### config.mk
export PLATFORM = sky130hd
export DESIGN_NAME = utx_marker_tx
export DESIGN_NICKNAME = d
export VERILOG_FILES = /design/src/rtl/utx_pkg.sv /design/src/rtl/utx_bit_timer.sv /design/src/rtl/utx_shifter.sv /design/src/rtl/utx_ctrl.sv /design/src/rtl/utx_marker_tx.sv
export SDC_FILE = /design/constraint.sdc
export NUM_CORES = 1
export LEC_CHECK = 0
export BUFFER_PORTS_ARGS = -buffer_cell sky130_fd_sc_hd__buf_4
export CORE_AREA = 2 2 47 49
export CTS_CLUSTER_DIAMETER = 80
export DETAILED_ROUTE_END_ITERATION = 10
export DIE_AREA = 0 0 49 51
export HOLD_SLACK_MARGIN = 0.12
export PLACE_DENSITY = 0.7
export SLEW_MARGIN = 5
export SYNTH_ARGS = -nofsm -noshare
export SYNTH_HDL_FRONTEND = slang
export SYNTH_SLANG_ARGS = --single-unit
### constraint.sdc
create_clock -name clk -period 2.93 [get_ports clk]
set_clock_uncertainty 0.2 [all_clocks]
set_input_delay 0.7325 -clock clk [delete_from_list [all_inputs] [get_ports clk]]
set_output_delay 0.7325 -clock clk [all_outputs]
set_load 0.03 [all_outputs]
### src/rtl/utx_pkg.sv
package utx_pkg;

   typedef enum logic [1:0] {
      UTX_IDLE  = 2'd0,
      UTX_WAIT  = 2'd1,
      UTX_START = 2'd2,
      UTX_DATA  = 2'd3
   } utx_state_e;

endpackage

### src/rtl/utx_bit_timer.sv
module utx_bit_timer #(
   parameter int OSR = 16
) (
   input  logic clk,
   input  logic rst_n,
   input  logic tick,
   output logic roll
);
   generate
      if (OSR == 1) begin : g_direct
         assign roll = tick;
      end else begin : g_count
         localparam int CW = $clog2(OSR);
         localparam logic [CW-1:0] LAST = CW'(OSR - 1);
         logic [CW-1:0] phase_q;

         always_ff @(posedge clk or negedge rst_n) begin
            if (!rst_n)    phase_q <= '0;
            else if (tick) phase_q <= phase_q + 1'b1;
         end

         assign roll = tick && (phase_q == LAST);
      end
   endgenerate
endmodule

### src/rtl/utx_shifter.sv
module utx_shifter #(
   parameter int W = 9
) (
   input  logic         clk,
   input  logic         rst_n,
   input  logic         load,
   input  logic [W-1:0] load_val,
   input  logic         shift,
   input  logic         fill,
   output logic [W-1:0] sh_q,
   output logic         out_bit,
   output logic         tail_match
);
   logic [W-3:0] upper_bits;

   always_ff @(posedge clk or negedge rst_n) begin
      if (!rst_n)     sh_q <= '1;
      else if (load)  sh_q <= load_val;
      else if (shift) sh_q <= {fill, sh_q[W-1:1]};
   end

   genvar gi;
   generate
      for (gi = 2; gi < W; gi++) begin : g_upper
         assign upper_bits[gi-2] = sh_q[gi];
      end
   endgenerate

   assign out_bit    = sh_q[0];
   assign tail_match = sh_q[1] && (upper_bits == '0);
endmodule

### src/rtl/utx_ctrl.sv
module utx_ctrl
   import utx_pkg::*;
(
   input  logic       clk,
   input  logic       rst_n,
   input  logic       roll,
   input  logic       wr_stb,
   input  logic       nine_bit,
   input  logic       tail_match,
   input  logic       out_bit,
   output logic       load,
   output logic       shift,
   output logic       fill,
   output utx_state_e st,
   output logic       txd,
   output logic       tx_done
);
   logic nine_q;
   logic shifted_q;
   logic accept;
   logic last_shift;

   assign accept     = wr_stb && (st == UTX_IDLE);
   assign load       = accept;
   assign shift      = roll && (st == UTX_DATA);
   assign fill       = !shifted_q && nine_q;
   assign last_shift = shifted_q && tail_match;

   always_ff @(posedge clk or negedge rst_n) begin
      if (!rst_n) begin
         st        <= UTX_IDLE;
         tx_done   <= 1'b0;
         nine_q    <= 1'b0;
         shifted_q <= 1'b0;
      end else if (accept) begin
         st        <= UTX_WAIT;
         tx_done   <= 1'b0;
         nine_q    <= nine_bit;
         shifted_q <= 1'b0;
      end else if (roll) begin
         case (st)
            UTX_WAIT:  st <= UTX_START;
            UTX_START: st <= UTX_DATA;
            UTX_DATA: begin
               shifted_q <= 1'b1;
               if (last_shift) begin
                  st      <= UTX_IDLE;
                  tx_done <= 1'b1;
               end
            end
            default:   st <= st;
         endcase
      end
   end

   always_comb begin
      case (st)
         UTX_START: txd = 1'b0;
         UTX_DATA:  txd = out_bit;
         default:   txd = 1'b1;
      endcase
   end
endmodule

### src/rtl/utx_marker_tx.sv
module utx_marker_tx
   import utx_pkg::*;
#(
   parameter int DATA_W = 8,
   parameter int OSR    = 16
) (
   input  logic              clk,
   input  logic              rst_n,
   input  logic              tick16x,
   input  logic              wr_stb,
   input  logic [DATA_W-1:0] wr_data,
   input  logic              nine_bit,
   input  logic              tb8,
   output logic              txd,
   output logic              tx_done
);
   localparam int SR_W = DATA_W + 1;

   generate
      if (DATA_W < 2) begin : g_bad_width
         $error("utx_marker_tx: DATA_W must be at least 2");
      end
      if (OSR < 1 || (OSR & (OSR - 1)) != 0) begin : g_bad_osr
         $error("utx_marker_tx: OSR must be a power of two");
      end
   endgenerate

   logic            roll;
   logic            load;
   logic            shift;
   logic            fill;
   logic            out_bit;
   logic            tail_match;
   logic [SR_W-1:0] sh_q;
   logic [SR_W-1:0] load_val;
   utx_state_e      st;

   assign load_val = {(nine_bit ? tb8 : 1'b1), wr_data};

   utx_bit_timer #(.OSR(OSR)) u_timer (
      .clk   (clk),
      .rst_n (rst_n),
      .tick  (tick16x),
      .roll  (roll)
   );

   utx_shifter #(.W(SR_W)) u_shift (
      .clk        (clk),
      .rst_n      (rst_n),
      .load       (load),
      .load_val   (load_val),
      .shift      (shift),
      .fill       (fill),
      .sh_q       (sh_q),
      .out_bit    (out_bit),
      .tail_match (tail_match)
   );

   utx_ctrl u_ctrl (
      .clk        (clk),
      .rst_n      (rst_n),
      .roll       (roll),
      .wr_stb     (wr_stb),
      .nine_bit   (nine_bit),
      .tail_match (tail_match),
      .out_bit    (out_bit),
      .load       (load),
      .shift      (shift),
      .fill       (fill),
      .st         (st),
      .txd        (txd),
      .tx_done    (tx_done)
   );
endmodule

After elaboration in Yosys (flattened, before gate mapping)
Index checks and enable logic that the tools add are counted.
{"block": "word_totals", "word_cells": 44, "output_inout_bits": 2, "in_bits": 14, "reg_bits": 18}
{"block": "classes", "n_addsub": 1, "n_eq_ne": 5, "n_reduce_logical": 17, "mux": 15}
{"cell": "9-bit two-way mux", "count": 2}
{"cell": "1-bit two-way mux", "count": 8}
{"cell": "2-bit nonzero test", "count": 4}
{"cell": "7-bit zero test", "count": 1}
{"cell": "1-bit logical AND", "count": 6}
{"cell": "2-bit two-way mux", "count": 3}
{"cell": "2-bit one-hot mux with 3 select lines", "count": 1}
{"cell": "3-bit AND reduction", "count": 2}
{"cell": "4-bit by 1-bit adder with 4-bit output, second input constant", "count": 1}
{"cell": "2-bit == test, second input constant", "count": 2}
{"cell": "4-bit == test, second input constant", "count": 1}
{"cell": "4-bit nonzero test", "count": 1}
{"cell": "3-bit by 2-bit != test with 1-bit output, second input constant", "count": 1}
{"cell": "2-bit by 1-bit == test with 1-bit output, second input constant", "count": 1}
{"cell": "2-bit zero test", "count": 1}
{"cell": "1-bit one-hot mux with 2 select lines", "count": 1}
{"cell": "2-bit AND reduction", "count": 1}
{"cell": "1-bit zero test", "count": 1}

Logic depth before layout (Yosys ltp)
Gate-level depths: netlist of run 1.
{"block": "logic_depth", "word_depth": 7, "ltp_mapped": 6, "depth_no_buf": 5}

By module
Synthesis of run 1 repeated with hierarchy kept, for this count alone.
{"block": "hier_totals", "hier_cells": 85, "hier_area_um2": 908.4}
{"mod": "utx_shifter", "cells_each": 43, "area_per_inst_um2": 452.9, "seq_area_each_um2": 236.5, "n_inst": 1}
{"mod": "utx_ctrl", "cells_each": 28, "area_per_inst_um2": 281.5, "seq_area_each_um2": 125.1, "n_inst": 1}
{"mod": "utx_bit_timer", "cells_each": 13, "area_per_inst_um2": 167.7, "seq_area_each_um2": 100.1, "n_inst": 1}
{"mod": "utx_marker_tx", "cells_each": 1, "area_per_inst_um2": 6.3, "seq_area_each_um2": 0.0, "n_inst": 1}

Worst setup path before layout of run 1
No wires, ideal clock.
{"block": "synth_path", "path_kind": "reg2out", "from": "register u_ctrl.st[1]", "to": "output txd", "setup_slack_ns": 0.759, "stages_incl_launch_ff": 4, "arrival_ns": 1.239, "path_buffers": 1, "required_ns": 1.997, "cell_sequence": "dfrtp_1 -> ha_1 -> buf_4 -> mux2i_1"}
{"block": "synth_between", "elab_chain_cells": 2, "word_cells_on_any_way": 3, "classes_between": "eq/ne: 2; mux: 1"}
{"item": "start: declaration", "line": "utx_ctrl.sv:14", "rtl": "output utx_state_e st,"}
{"item": "start signal: assignment", "line": "utx_ctrl.sv:51", "rtl": "default: st <= st;"}
{"item": "2-bit == test", "line": "utx_ctrl.sv:57", "rtl": "case (st)"}
{"item": "1-bit one-hot mux with 2 select lines *", "line": "utx_ctrl.sv:57"}
{"item": "end: declaration", "line": "utx_marker_tx.sv:14", "rtl": "output logic txd,"}
Every way passes the cells marked *; elsewhere a longest branch is shown, timed or not.

Worst setup path in the final report of run 1
Same ends and word-level chain as after synthesis.

==> metrics, run 1 <==
CTS Buffer Depth 2; mean number of vias per cell 4.984; cell-internal power 652.9 uW; Synth Register Bits 18; Setup TNS Final 0 ns; layout cell share with drive strength beyond 1 35.00%; syn nets 102; power share of the sequential group 52.0%; Layout fillers 187; drt drc 0; WS Path Type register to output pin; first-pass GRT wire length 2794 um; Synthesis Warnings 0; die area 2499 sq um; Total Wirelength 1568 um; status finished clean; largest net degree at the start of global routing 22; # IOs 16; post-detail-place hpwl 1191 um; # setup viols final 0; Most used DFF post-synth dfstp_2; slew margin rel. 56.87%; CP Data Required Time 2.00 ns; Final Non-Filler Cells 128; Cell variety after synth 26; leading area contributor after synthesis dfstp_2; Pins Over Slew Limit 0; Peak Freq 413.8 MHz; number of synthesized flops with an enable pin 0; CTS clk-pin slew, worst paths 0.10 ns; NumNets Final 119; total CTS buffers 3; clock group share of total power 14.9%; Root Buffer clkbuf_4; Synth area leaders dfstp_2, dfrtp_1, mux2i_1; Commonest cells post-synth nand2_1, dfrtp_1, dfstp_2, mux2i_1, o21ai_0; Syn Area/Cell 11.28 sq um; Final Hold Viols 0; Placed Instances 123; Psw 352.5 uW; Hold Path Class register to register; asr flop ratio synth 100.0%; CTS resizes 0; area of the mapped netlist 947.2 sq um; register area 461.7 sq um; drt wl/cell 12.25 um; Switching Fraction 35.06%; Synth top area share 24.97%; Iter 0 DRT Violations 10; GRT overflow 0; worst-skew pair later-pin latency 0.28 ns; total power 1005 uW; worst hold slack 0.2882 ns; fin crit period 2.416 ns; Die Span Y 51 um; Die X-Extent 49 um; vias in the first global route 627; top fanout value on the critical path 5; effective utilization at floorplan 45.91%; synthesized netlist cell count 84; max cap viols 0; ANT cells 0; area of the multi-input gates 444.2 sq um; most used routing layer met2; area grow syn2layout 18.10%; period utilization 82.47%; CTS tree yes; grt met3 use 3.509%; combinational power share 33.1%; maximum vdd drop 0.0004990 V; crit end category output pin; first-pass detailed-route iteration total 4; startpoint type of the worst setup path register; M1 GR Usage 20.53%; port buffer count 15; total track usage 14.97%; worst-margin pin slew 0.6470 ns; CTS H-tree depth 1; Rows 17; met2 global-route usage 23.06%; antenna violations before repair 0; CTS sink cnt 18; Lkg Pwr 0.0005233 uW; Worst EP arrival 1.48 ns; RSZ-0062 raised after global routing no; final weighted congestion in routability-driven placement 0.6973; most numerous cell in the Yosys netlist nand2_1; power per cell area 898.8 nW/um^2; sequential share of the synthesized area 48.75%; antenna-violating nets left 0; Core Footprint 2063 sq um; via count 638
[area by class of cell]
type | count | share of cell area (%)
flip-flops and latches | 18 | 41.28
multi-input cells | 57 | 39.71
repair buffers | 16 | 10.96
clock buffers | 4 | 3.244
well taps | 28 | 3.132
inverters | 5 | 1.678
[worst max-delay path, cell delays in order (launching register included)]
cell     delay (ns)
dfrtp_1        0.41
ha_1           0.38
mux2i_1        0.23
buf_4          0.18
[registers in the layout, indices dropped and copies added (netlist names)]
signal,cells
u_ctrl.nine_q,1
u_ctrl.shifted_q,1
u_ctrl.st,2
u_ctrl.tx_done,1
u_timer.g_count.phase_q,4
u_shift.sh_q,9
[power groups by stage]
stage	Sequential, uW	Combinational, uW	Clock, uW
after detailed placement	530	340	0
after floorplan	510	254	0
after global placement	519	325	0
after CTS	525	341	155
final	523	332	150
after global routing	545	379	175
[logic make-up after synthesis]
kind of cell	Yosys count	share of synthesized area [%]
simple gates	26	19.42
flops	18	48.75
compound gates	14	8.719
mux	10	10.70
buf+inv	9	4.359
fa+ha+maj	4	5.284
xor+xnor	3	2.775
[cell usage in the layout (no fill, tap or decap), drive strengths merged]
| cell | instances |
|---|---|
| nor2 | 1 |
| nand4 | 3 |
| and4bb | 1 |
| dlygate4sd3 | 1 |
| and2 | 1 |
| mux2 | 1 |
| nor4b | 1 |
| nand2 | 16 |
| inv | 5 |
| buf | 15 |
| clkbuf | 4 |
| and4 | 1 |
| a211oi | 1 |
| a21oi | 3 |
| o21ai | 8 |
| dfstp | 9 |
| a41oi | 1 |
| nand3b | 1 |
| mux2i | 9 |
| xor2 | 1 |
| nor3b | 1 |
| xnor2 | 2 |
| ha | 4 |
| dfrtp | 9 |
| a31oi | 1 |
[through the flow]
stage | worst slack (ns) | util (%) | area (sq um)
2_1_floorplan | 0.7587 | - | 947.2
3_3_place_gp | 0.8729 | 51.97 | 1072
3_5_place_dp | 0.8283 | 51.97 | 1072
4_1_cts | 0.4949 | 54.21 | 1119
5_1_grt | 0.3737 | 54.21 | 1119
6_report | 0.5136 | 54.21 | 1119
[layer usage]
metal  share of wire [%]  up-vias
met5                   0        -
met1                  47      298
li1                    -      324
met4                0.89        0
met2                  49       14
met3                 3.5        2
[final timing paths]
path                       cells after the start                         end                        from  slack [ns]
max                                            3                         txd                u_ctrl.st[1]        0.51
min                                            1  u_timer.g_count.phase_q[3]  u_timer.g_count.phase_q[3]        0.29
max reg2reg                                    5                u_ctrl.st[0]                u_ctrl.st[1]        1.06
min reg2reg                                    1  u_timer.g_count.phase_q[3]  u_timer.g_count.phase_q[3]        0.29
max in group asynchronous                      2             u_shift.sh_q[7]                       rst_n        1.64
min in group asynchronous                      2  u_timer.g_count.phase_q[3]                       rst_n        0.64
[repair_timing]
item | CTS | global route
setup buffers | 0 | 0
endpoints found under the hold margin | 9 | 0
hold buffers | 1 | 0
Note: power is estimated with default switching activity, not from simulation.
==> inputs of run 2 (changes only) <==
--- a/config.mk
+++ b/config.mk
@@ -5,11 +5,12 @@
 export SDC_FILE = /design/constraint.sdc
 export NUM_CORES = 1
 export LEC_CHECK = 0
+export ABC_AREA = 1
 export BUFFER_PORTS_ARGS = -buffer_cell sky130_fd_sc_hd__buf_4
-export CORE_AREA = 2 2 47 49
+export CORE_AREA = 2 2 48 50
 export CTS_CLUSTER_DIAMETER = 80
 export DETAILED_ROUTE_END_ITERATION = 10
-export DIE_AREA = 0 0 49 51
+export DIE_AREA = 0 0 50 52
 export HOLD_SLACK_MARGIN = 0.12
 export PLACE_DENSITY = 0.7
 export SLEW_MARGIN = 5
==> constraint.sdc (replaced) <==
create_clock -name clk -period 2 [get_ports clk]
set_clock_uncertainty 0.2 [all_clocks]
set_input_delay 0.5 -clock clk [delete_from_list [all_inputs] [get_ports clk]]
set_output_delay 0.5 -clock clk [all_outputs]
set_load 0.03 [all_outputs]
==> run 2 against run 1 <==
Synthesized cell count is 27% higher. Wire length is 21% higher. Sequential power grew 34%. Critical path type unchanged.
==> metrics, run 2 <==
status finished clean; flip-flop count of the largest register after layout 9 (unchanged); Switching Fraction 38.23% (+3.2 points); Cell variety after synth 24 (-7.7%); antenna violations before repair 0 (unchanged); Hold EP u_timer.g_count.phase_q[0]; final weighted congestion in routability-driven placement 0.7519 (+7.8%); DP Area 1101 sq um (+2.7%); CP Data Required Time 1.30 ns (-0.70 ns); leading area contributor after synthesis dfstp_2; drt wl/cell 12.23 um (-0.14%); Total Wirelength 1896 um (+21%); area of the mapped netlist 962.2 sq um (+1.6%); CTS Buffer Depth 2 (unchanged); Root Buffer clkbuf_4; worst-skew pair later-pin latency 0.29 ns (about the same); effective utilization at floorplan 45.69% (-0.21 points); layout cell share with drive strength beyond 1 34.65% (-0.35 points); crit end category output pin; NumNets Final 146 (+23%); cell-internal power 974.6 uW (+49%); r2r endpoint u_ctrl.st[0]; sequential share of the synthesized area 47.98% (-0.76 points); hold path cells 2 (+1); port buffer count 15 (unchanged); Synthesis Warnings 0 (unchanged); r2r startpoint u_ctrl.st[1]; CTS tree yes; first-pass detailed-route iteration total 4 (unchanged); area grow syn2layout 21.33%; first-pass GRT wire length 3332 um (+19%); Lkg Pwr 0.0005613 uW (+7.3%); most numerous cell in the Yosys netlist nand2_1; most common cell after layout, fill and taps aside nand2_1; most frequent cells in the layout nand2_1, buf_4, inv_1, dfrtp_1, dfstp_2; Reg with most FFs u_shift.sh_q; Final Hold Viols 0 (unchanged); via count 777 (+22%); Hold Path Class input port to register; Slowest cell on crit path dfrtp_1; # setup viols final 0 (unchanged); slew margin rel. 75.51% (+19 points); Most used DFF post-synth dfstp_2; die area 2600 sq um (+4.0%); FF-to-FF path depth 10 (+5); WS Path Type register to output pin; combinational power share 41.1% (+8.0 points); Iter 0 DRT Violations 15 (+5); Setup TNS Final 0 ns (unchanged); total track usage 17.14% (+2.2 points); Die X-Extent 50 um (+2.0%); asr flop ratio synth 100.0% (unchanged); number of synthesized flops with an enable pin 0 (unchanged); design area 1167 sq um (+4.4%); largest net degree at the start of global routing 19 (-14%); CTS sink cnt 18 (unchanged); post-route setup slack 0.06028 ns (-0.4533 ns); Pins Over Slew Limit 0 (unchanged); Core Footprint 2106 sq um (+2.1%); antenna-violating nets left 0 (unchanged); Synth area leaders dfstp_2, dfrtp_1, nand2_1; fin crit period 1.940 ns; crit path cell chain inv_2 > ha_2 > o21ai_2 > buf_6; Psw 603.2 uW (+71%); R2R Setup Slk 0.19 ns (-0.87 ns); Peak Freq 515.5 MHz; post-detail-place hpwl 1399 um (+17%); Synth top area share 24.58% (-0.39 points); Rows 17 (unchanged); power share of the sequential group 44.4% (-7.6 points); mean number of vias per cell 5.013 (+0.57%); maximum vdd drop 0.0007329 V (+47%); synthesized netlist cell count 107 (+27%); total CTS buffers 3 (unchanged); clock group share of total power 14.5% (-0.4 points); CTS clk-pin slew, worst paths 0.11 ns (about the same); # IOs 16 (unchanged); worst hold slack 0.2165 ns (-0.07174 ns); RSZ-0062 raised after global routing no; top fanout value on the critical path 3 (-2); worst-margin pin slew 0.3670 ns (-0.2800 ns); critical path's largest stage delay 0.41 ns (about the same); period utilization 96.99%; Synth Register Bits 18 (unchanged); GRT overflow 0 (unchanged); drt drc 0 (unchanged); Min-Delay Startpoint tick16x; ANT cells 0 (unchanged); power per cell area 1352 nW/um^2 (+50%); Syn Area/Cell 8.992 sq um (-20%); CTS H-tree depth 1 (unchanged); max cap viols 0 (unchanged); Largest regs u_shift.sh_q (9), u_timer.g_count.phase_q (4), u_ctrl.st (2); syn nets 125 (+23%); Die Span Y 52 um (+2.0%); Commonest cells post-synth nand2_1, inv_1, dfrtp_1, dfstp_2, o21ai_0; pre-CTS WS 0.2784 ns (-0.5498 ns); vias in the first global route 756 (+21%); startpoint type of the worst setup path register; Worst EP arrival 1.24 ns (-0.24 ns)
## run 2: critical path: cells and delay by family, from the launching register on
kind	cells	cell delay (ns)
buffers and inverters	2	0.20
flip-flops	1	0.41
adder cells (fa/ha/maj)	1	0.20
AO/OA/AOI/OAI	1	0.14
## run 2: final cells by class
| class | count | area [sq um] |
|---|---|---|
| clock buffers | 4 | 36.28 |
| fillers | 196 | 938.4 |
| inverters | 10 | 37.54 |
| multi-input cells | 77 | 455.4 |
| flip-flops and latches | 18 | 461.7 |
| well taps | 28 | 35.03 |
| repair buffers | 18 | 141.4 |
## run 2: worst max path at each step
stage | startpoint | endpoint | slack (ns)
after detailed placement | u_ctrl.st[0] | u_ctrl.st[0] | 0.28
after CTS | u_ctrl.st[1] | txd | 0.01
final | u_ctrl.st[0] | txd | 0.06
after global placement | u_ctrl.st[0] | u_ctrl.st[1] | 0.35
after global routing | u_ctrl.st[1] | txd | 0.004
after floorplan | u_ctrl.st[1] | txd | 0.22
## run 2: per-layer routing
metal / up-vias / wire length (um) / part of all wire, % / global-route usage [%]
met3: 2 / 58 / 3.1 / 3.736
met1: 365 / 926 / 49 / 22.14
li1: 394 / - / - / -
met4: 0 / 17 / 0.90 / 6.944
met5: - / 0 / 0 / 0
met2: 16 / 894 / 47 / 27.85
## run 2: logic make-up after synthesis
kind of cell	synth area share (%)
AND/OR/NAND/NOR	27.44
flip-flops	47.99
AO/OA/AOI/OAI	9.883
buffers and inverters	5.592
adder cells (fa/ha/maj)	5.202
XOR/XNOR	2.731
multiplexers	1.170
## run 2: metrics by stage
stage | total power [uW] | util, % | instances
after floorplan | 1163 | - | 107
after global placement | 1295 | 52.29 | 149
after detailed placement | 1321 | 52.29 | 149
after CTS | 1562 | 54.84 | 155
after global routing | 1715 | 55.44 | 155
final | 1578 | 55.44 | 155
## run 2: power groups by stage
stage / registers, uW / clock network (uW) / logic, uW
2_1_floorplan: 673 / 0 / 490
5_1_grt: 729 / 238 / 748
4_1_cts: 698 / 232 / 632
3_5_place_dp: 705 / 0 / 616
3_3_place_gp: 699 / 0 / 595
6_report: 700 / 229 / 649
## run 2: timing repair
action / in CTS / in global routing
buffers inserted: 1 / 0
hold buffers: 1 / 0
endpoints found under the setup margin: 1 / 1
endpoints found under the hold margin: 18 / 0
gates resized for setup: 0 / 5
pin swaps: 0 / 1
==> inputs of run 3 (changes only) <==
--- a/config.mk
+++ b/config.mk
@@ -7,12 +7,15 @@
 export LEC_CHECK = 0
 export ABC_AREA = 1
 export BUFFER_PORTS_ARGS = -buffer_cell sky130_fd_sc_hd__buf_4
-export CORE_AREA = 2 2 48 50
+export CELL_PAD_IN_SITES_DETAIL_PLACEMENT = 1
+export CELL_PAD_IN_SITES_GLOBAL_PLACEMENT = 1
+export CORE_AREA = 2 2 54 56
 export CTS_CLUSTER_DIAMETER = 80
 export DETAILED_ROUTE_END_ITERATION = 10
-export DIE_AREA = 0 0 50 52
+export DIE_AREA = 0 0 56 58
 export HOLD_SLACK_MARGIN = 0.12
-export PLACE_DENSITY = 0.7
+export MAX_ROUTING_LAYER = met4
+export PLACE_DENSITY_LB_ADDON = 0.1
 export SLEW_MARGIN = 5
 export SYNTH_ARGS = -nofsm -noshare
 export SYNTH_HDL_FRONTEND = slang
==> run 3 against run 2 <==
Power increased by 2.2%. Utilization is 11 points lower. Largest cell class is now multi-input combinational cells. Clock power about the same. Wire length up 14%. Register-to-register slack barely moved. Critical endpoint unchanged. Global-route usage down 1.5 points. Sequential power up 3%. Die area increased by 25%.
==> metrics, run 3 (same netlist as run 2, synthesis figures left out) <==
status finished clean; total CTS buffers 3 (unchanged); Highest Signal Layer met4; antenna-violating nets left 0 (unchanged); CTS Buffer Depth 2 (unchanged); CTS sink cnt 18 (unchanged); drt drc 0 (unchanged); period utilization 96.28% (-0.70 points); Die X-Extent 56 um (+12%); via count 780 (+0.39%); antenna violations before repair 0 (unchanged); Rows 19 (+2); most frequent cells in the layout nand2_1, buf_4, inv_1, dfstp_2; Core Footprint 2663 sq um (+26%); CTS tree yes; Total Wirelength 2156 um (+14%); Hold Path Class input port to register; first-pass detailed-route iteration total 4 (unchanged); max cap viols 0 (unchanged); worst-margin pin slew 0.3648 ns (-0.002128 ns); NumNets Final 147 (+0.68%); WL met3 53 um (-8.6%); Die Span Y 58 um (+12%); WS Path Type register to output pin; Peak Freq 519.3 MHz (+0.73%); # IOs 16 (unchanged); port buffer count 15 (unchanged); die area 3248 sq um (+25%); Final Hold Viols 0 (unchanged); Pins Over Slew Limit 0 (unchanged); maximum vdd drop 0.0006345 V (-13%); most common cell after layout, fill and taps aside nand2_1; layout cell share with drive strength beyond 1 35.94% (+1.3 points); # setup viols final 0 (unchanged); flip-flop count of the largest register after layout 9 (unchanged); GRT overflow 0 (unchanged); Root Buffer clkbuf_4; CTS clk-pin slew, worst paths 0.11 ns (about the same); largest net degree at the start of global routing 19 (unchanged); fin crit period 1.926 ns (-0.01402 ns); final weighted congestion in routability-driven placement 0.7032 (-6.5%); RSZ-0062 raised after global routing no; Setup TNS Final 0 ns (unchanged); vias in the first global route 827 (+9.4%); mean number of vias per cell 4.906 (-2.1%); Iter 0 DRT Violations 15 (unchanged); top fanout value on the critical path 3 (unchanged); power per cell area 1351 nW/um^2 (about the same); Worst EP arrival 1.23 ns (about the same); effective utilization at floorplan 36.14% (-9.6 points); total track usage 15.64% (-1.5 points); startpoint type of the worst setup path register; slew margin rel. 75.65% (+0.14 points); pre-CTS WS 0.1974 ns (-0.08103 ns); met2 routed WL 977 um (+9.3%); Lkg Pwr 0.0005641 uW (+0.50%); Reg with most FFs u_shift.sh_q; area grow syn2layout 24.06%; crit end category output pin; post-route setup slack 0.07430 ns (+0.01402 ns); first-pass GRT wire length 3795 um (+14%); CTS H-tree depth 1 (unchanged); post-detail-place hpwl 1579 um (+13%); Metal-1 WL 1088 um (+17%); worst-skew pair later-pin latency 0.30 ns (about the same); ANT cells 0 (unchanged); CP Data Required Time 1.30 ns (about the same); Largest regs u_shift.sh_q (9), u_timer.g_count.phase_q (4), u_ctrl.st (2); drt wl/cell 13.56 um (+11%)
## run 3: changes by cell type in the layout (fill, tap and decap cells not counted)
cell / before / now
o21ai_2: 1 / 0
buf_6: 1 / 0
buf_4: 16 / 18
dfrtp_1: 9 / 7
o21ai_1: 0 / 1
ha_2: 2 / 0
ha_4: 0 / 2
dfrtp_2: 0 / 2
## run 3: final timing paths
kind                               start                to  slack, ns  cells past startpoint
max reg2reg                 u_ctrl.st[0]      u_ctrl.st[0]       0.19                      9
min                           wr_data[7]   u_shift.sh_q[7]       0.22                      3
min reg2reg                u_ctrl.nine_q     u_ctrl.nine_q       0.30                      2
max                         u_ctrl.st[0]               txd       0.07                      4
max in group asynchronous          rst_n   u_shift.sh_q[6]       0.94                      2
min in group asynchronous          rst_n  u_ctrl.shifted_q       0.40                      2
## run 3: critical path: stages (launching register included)
cell and delay (ns):
dfrtp_2 0.42, inv_2 0.07, ha_4 0.16, o21ai_1 0.12
buf_4 0.17
## run 3: report_power, final
part | switching [uW] | internal, uW
combinational | 375 | 292
sequential | 135 | 584
clock | 116 | 111
total | 626 | 987
## run 3: timing repair
item	4_1_cts	5_1_grt
cloned	0	0
endpoints found under the hold margin	18	0
pin swaps	0	1
resized for setup	1	6
setup endpoints to repair	1	1
buffers inserted	1	1
hold buffers	1	0
## run 3: cell type report
| cell class | count | area, sq um |
|---|---|---|
| fill | 334 | 1469 |
| clock buffer | 4 | 36.28 |
| multi-input combinational | 77 | 471.7 |
| timing repair buffer | 19 | 145.1 |
| inverter | 10 | 37.54 |
| tap | 31 | 38.79 |
| sequential | 18 | 464.2 |
## run 3: per-stage QoR
| step | hold slack, ns | total power (uW) | area (sq um) | util, % | std cells |
|---|---|---|---|---|---|
| after floorplan | 0.004409 | 1163 | 962.2 | - | 107 |
| after global placement | 0.1848 | 1308 | 1105 | 41.49 | 152 |
| after detailed placement | 0.1873 | 1342 | 1105 | 41.49 | 152 |
| after CTS | 0.2049 | 1595 | 1161 | 43.61 | 158 |
| after global routing | 0.2170 | 1779 | 1194 | 44.83 | 159 |
| final | 0.2159 | 1613 | 1194 | 44.83 | 159 |
## run 3: routing by layer
| metal | global-route usage (%) | up-vias |
|---|---|---|
| li1 | - | 394 |
| met1 | 20.51 | 371 |
| met2 | 24.37 | 10 |
| met3 | 2.679 | 5 |
| met4 | 6.122 | 0 |
| met5 | - | - |
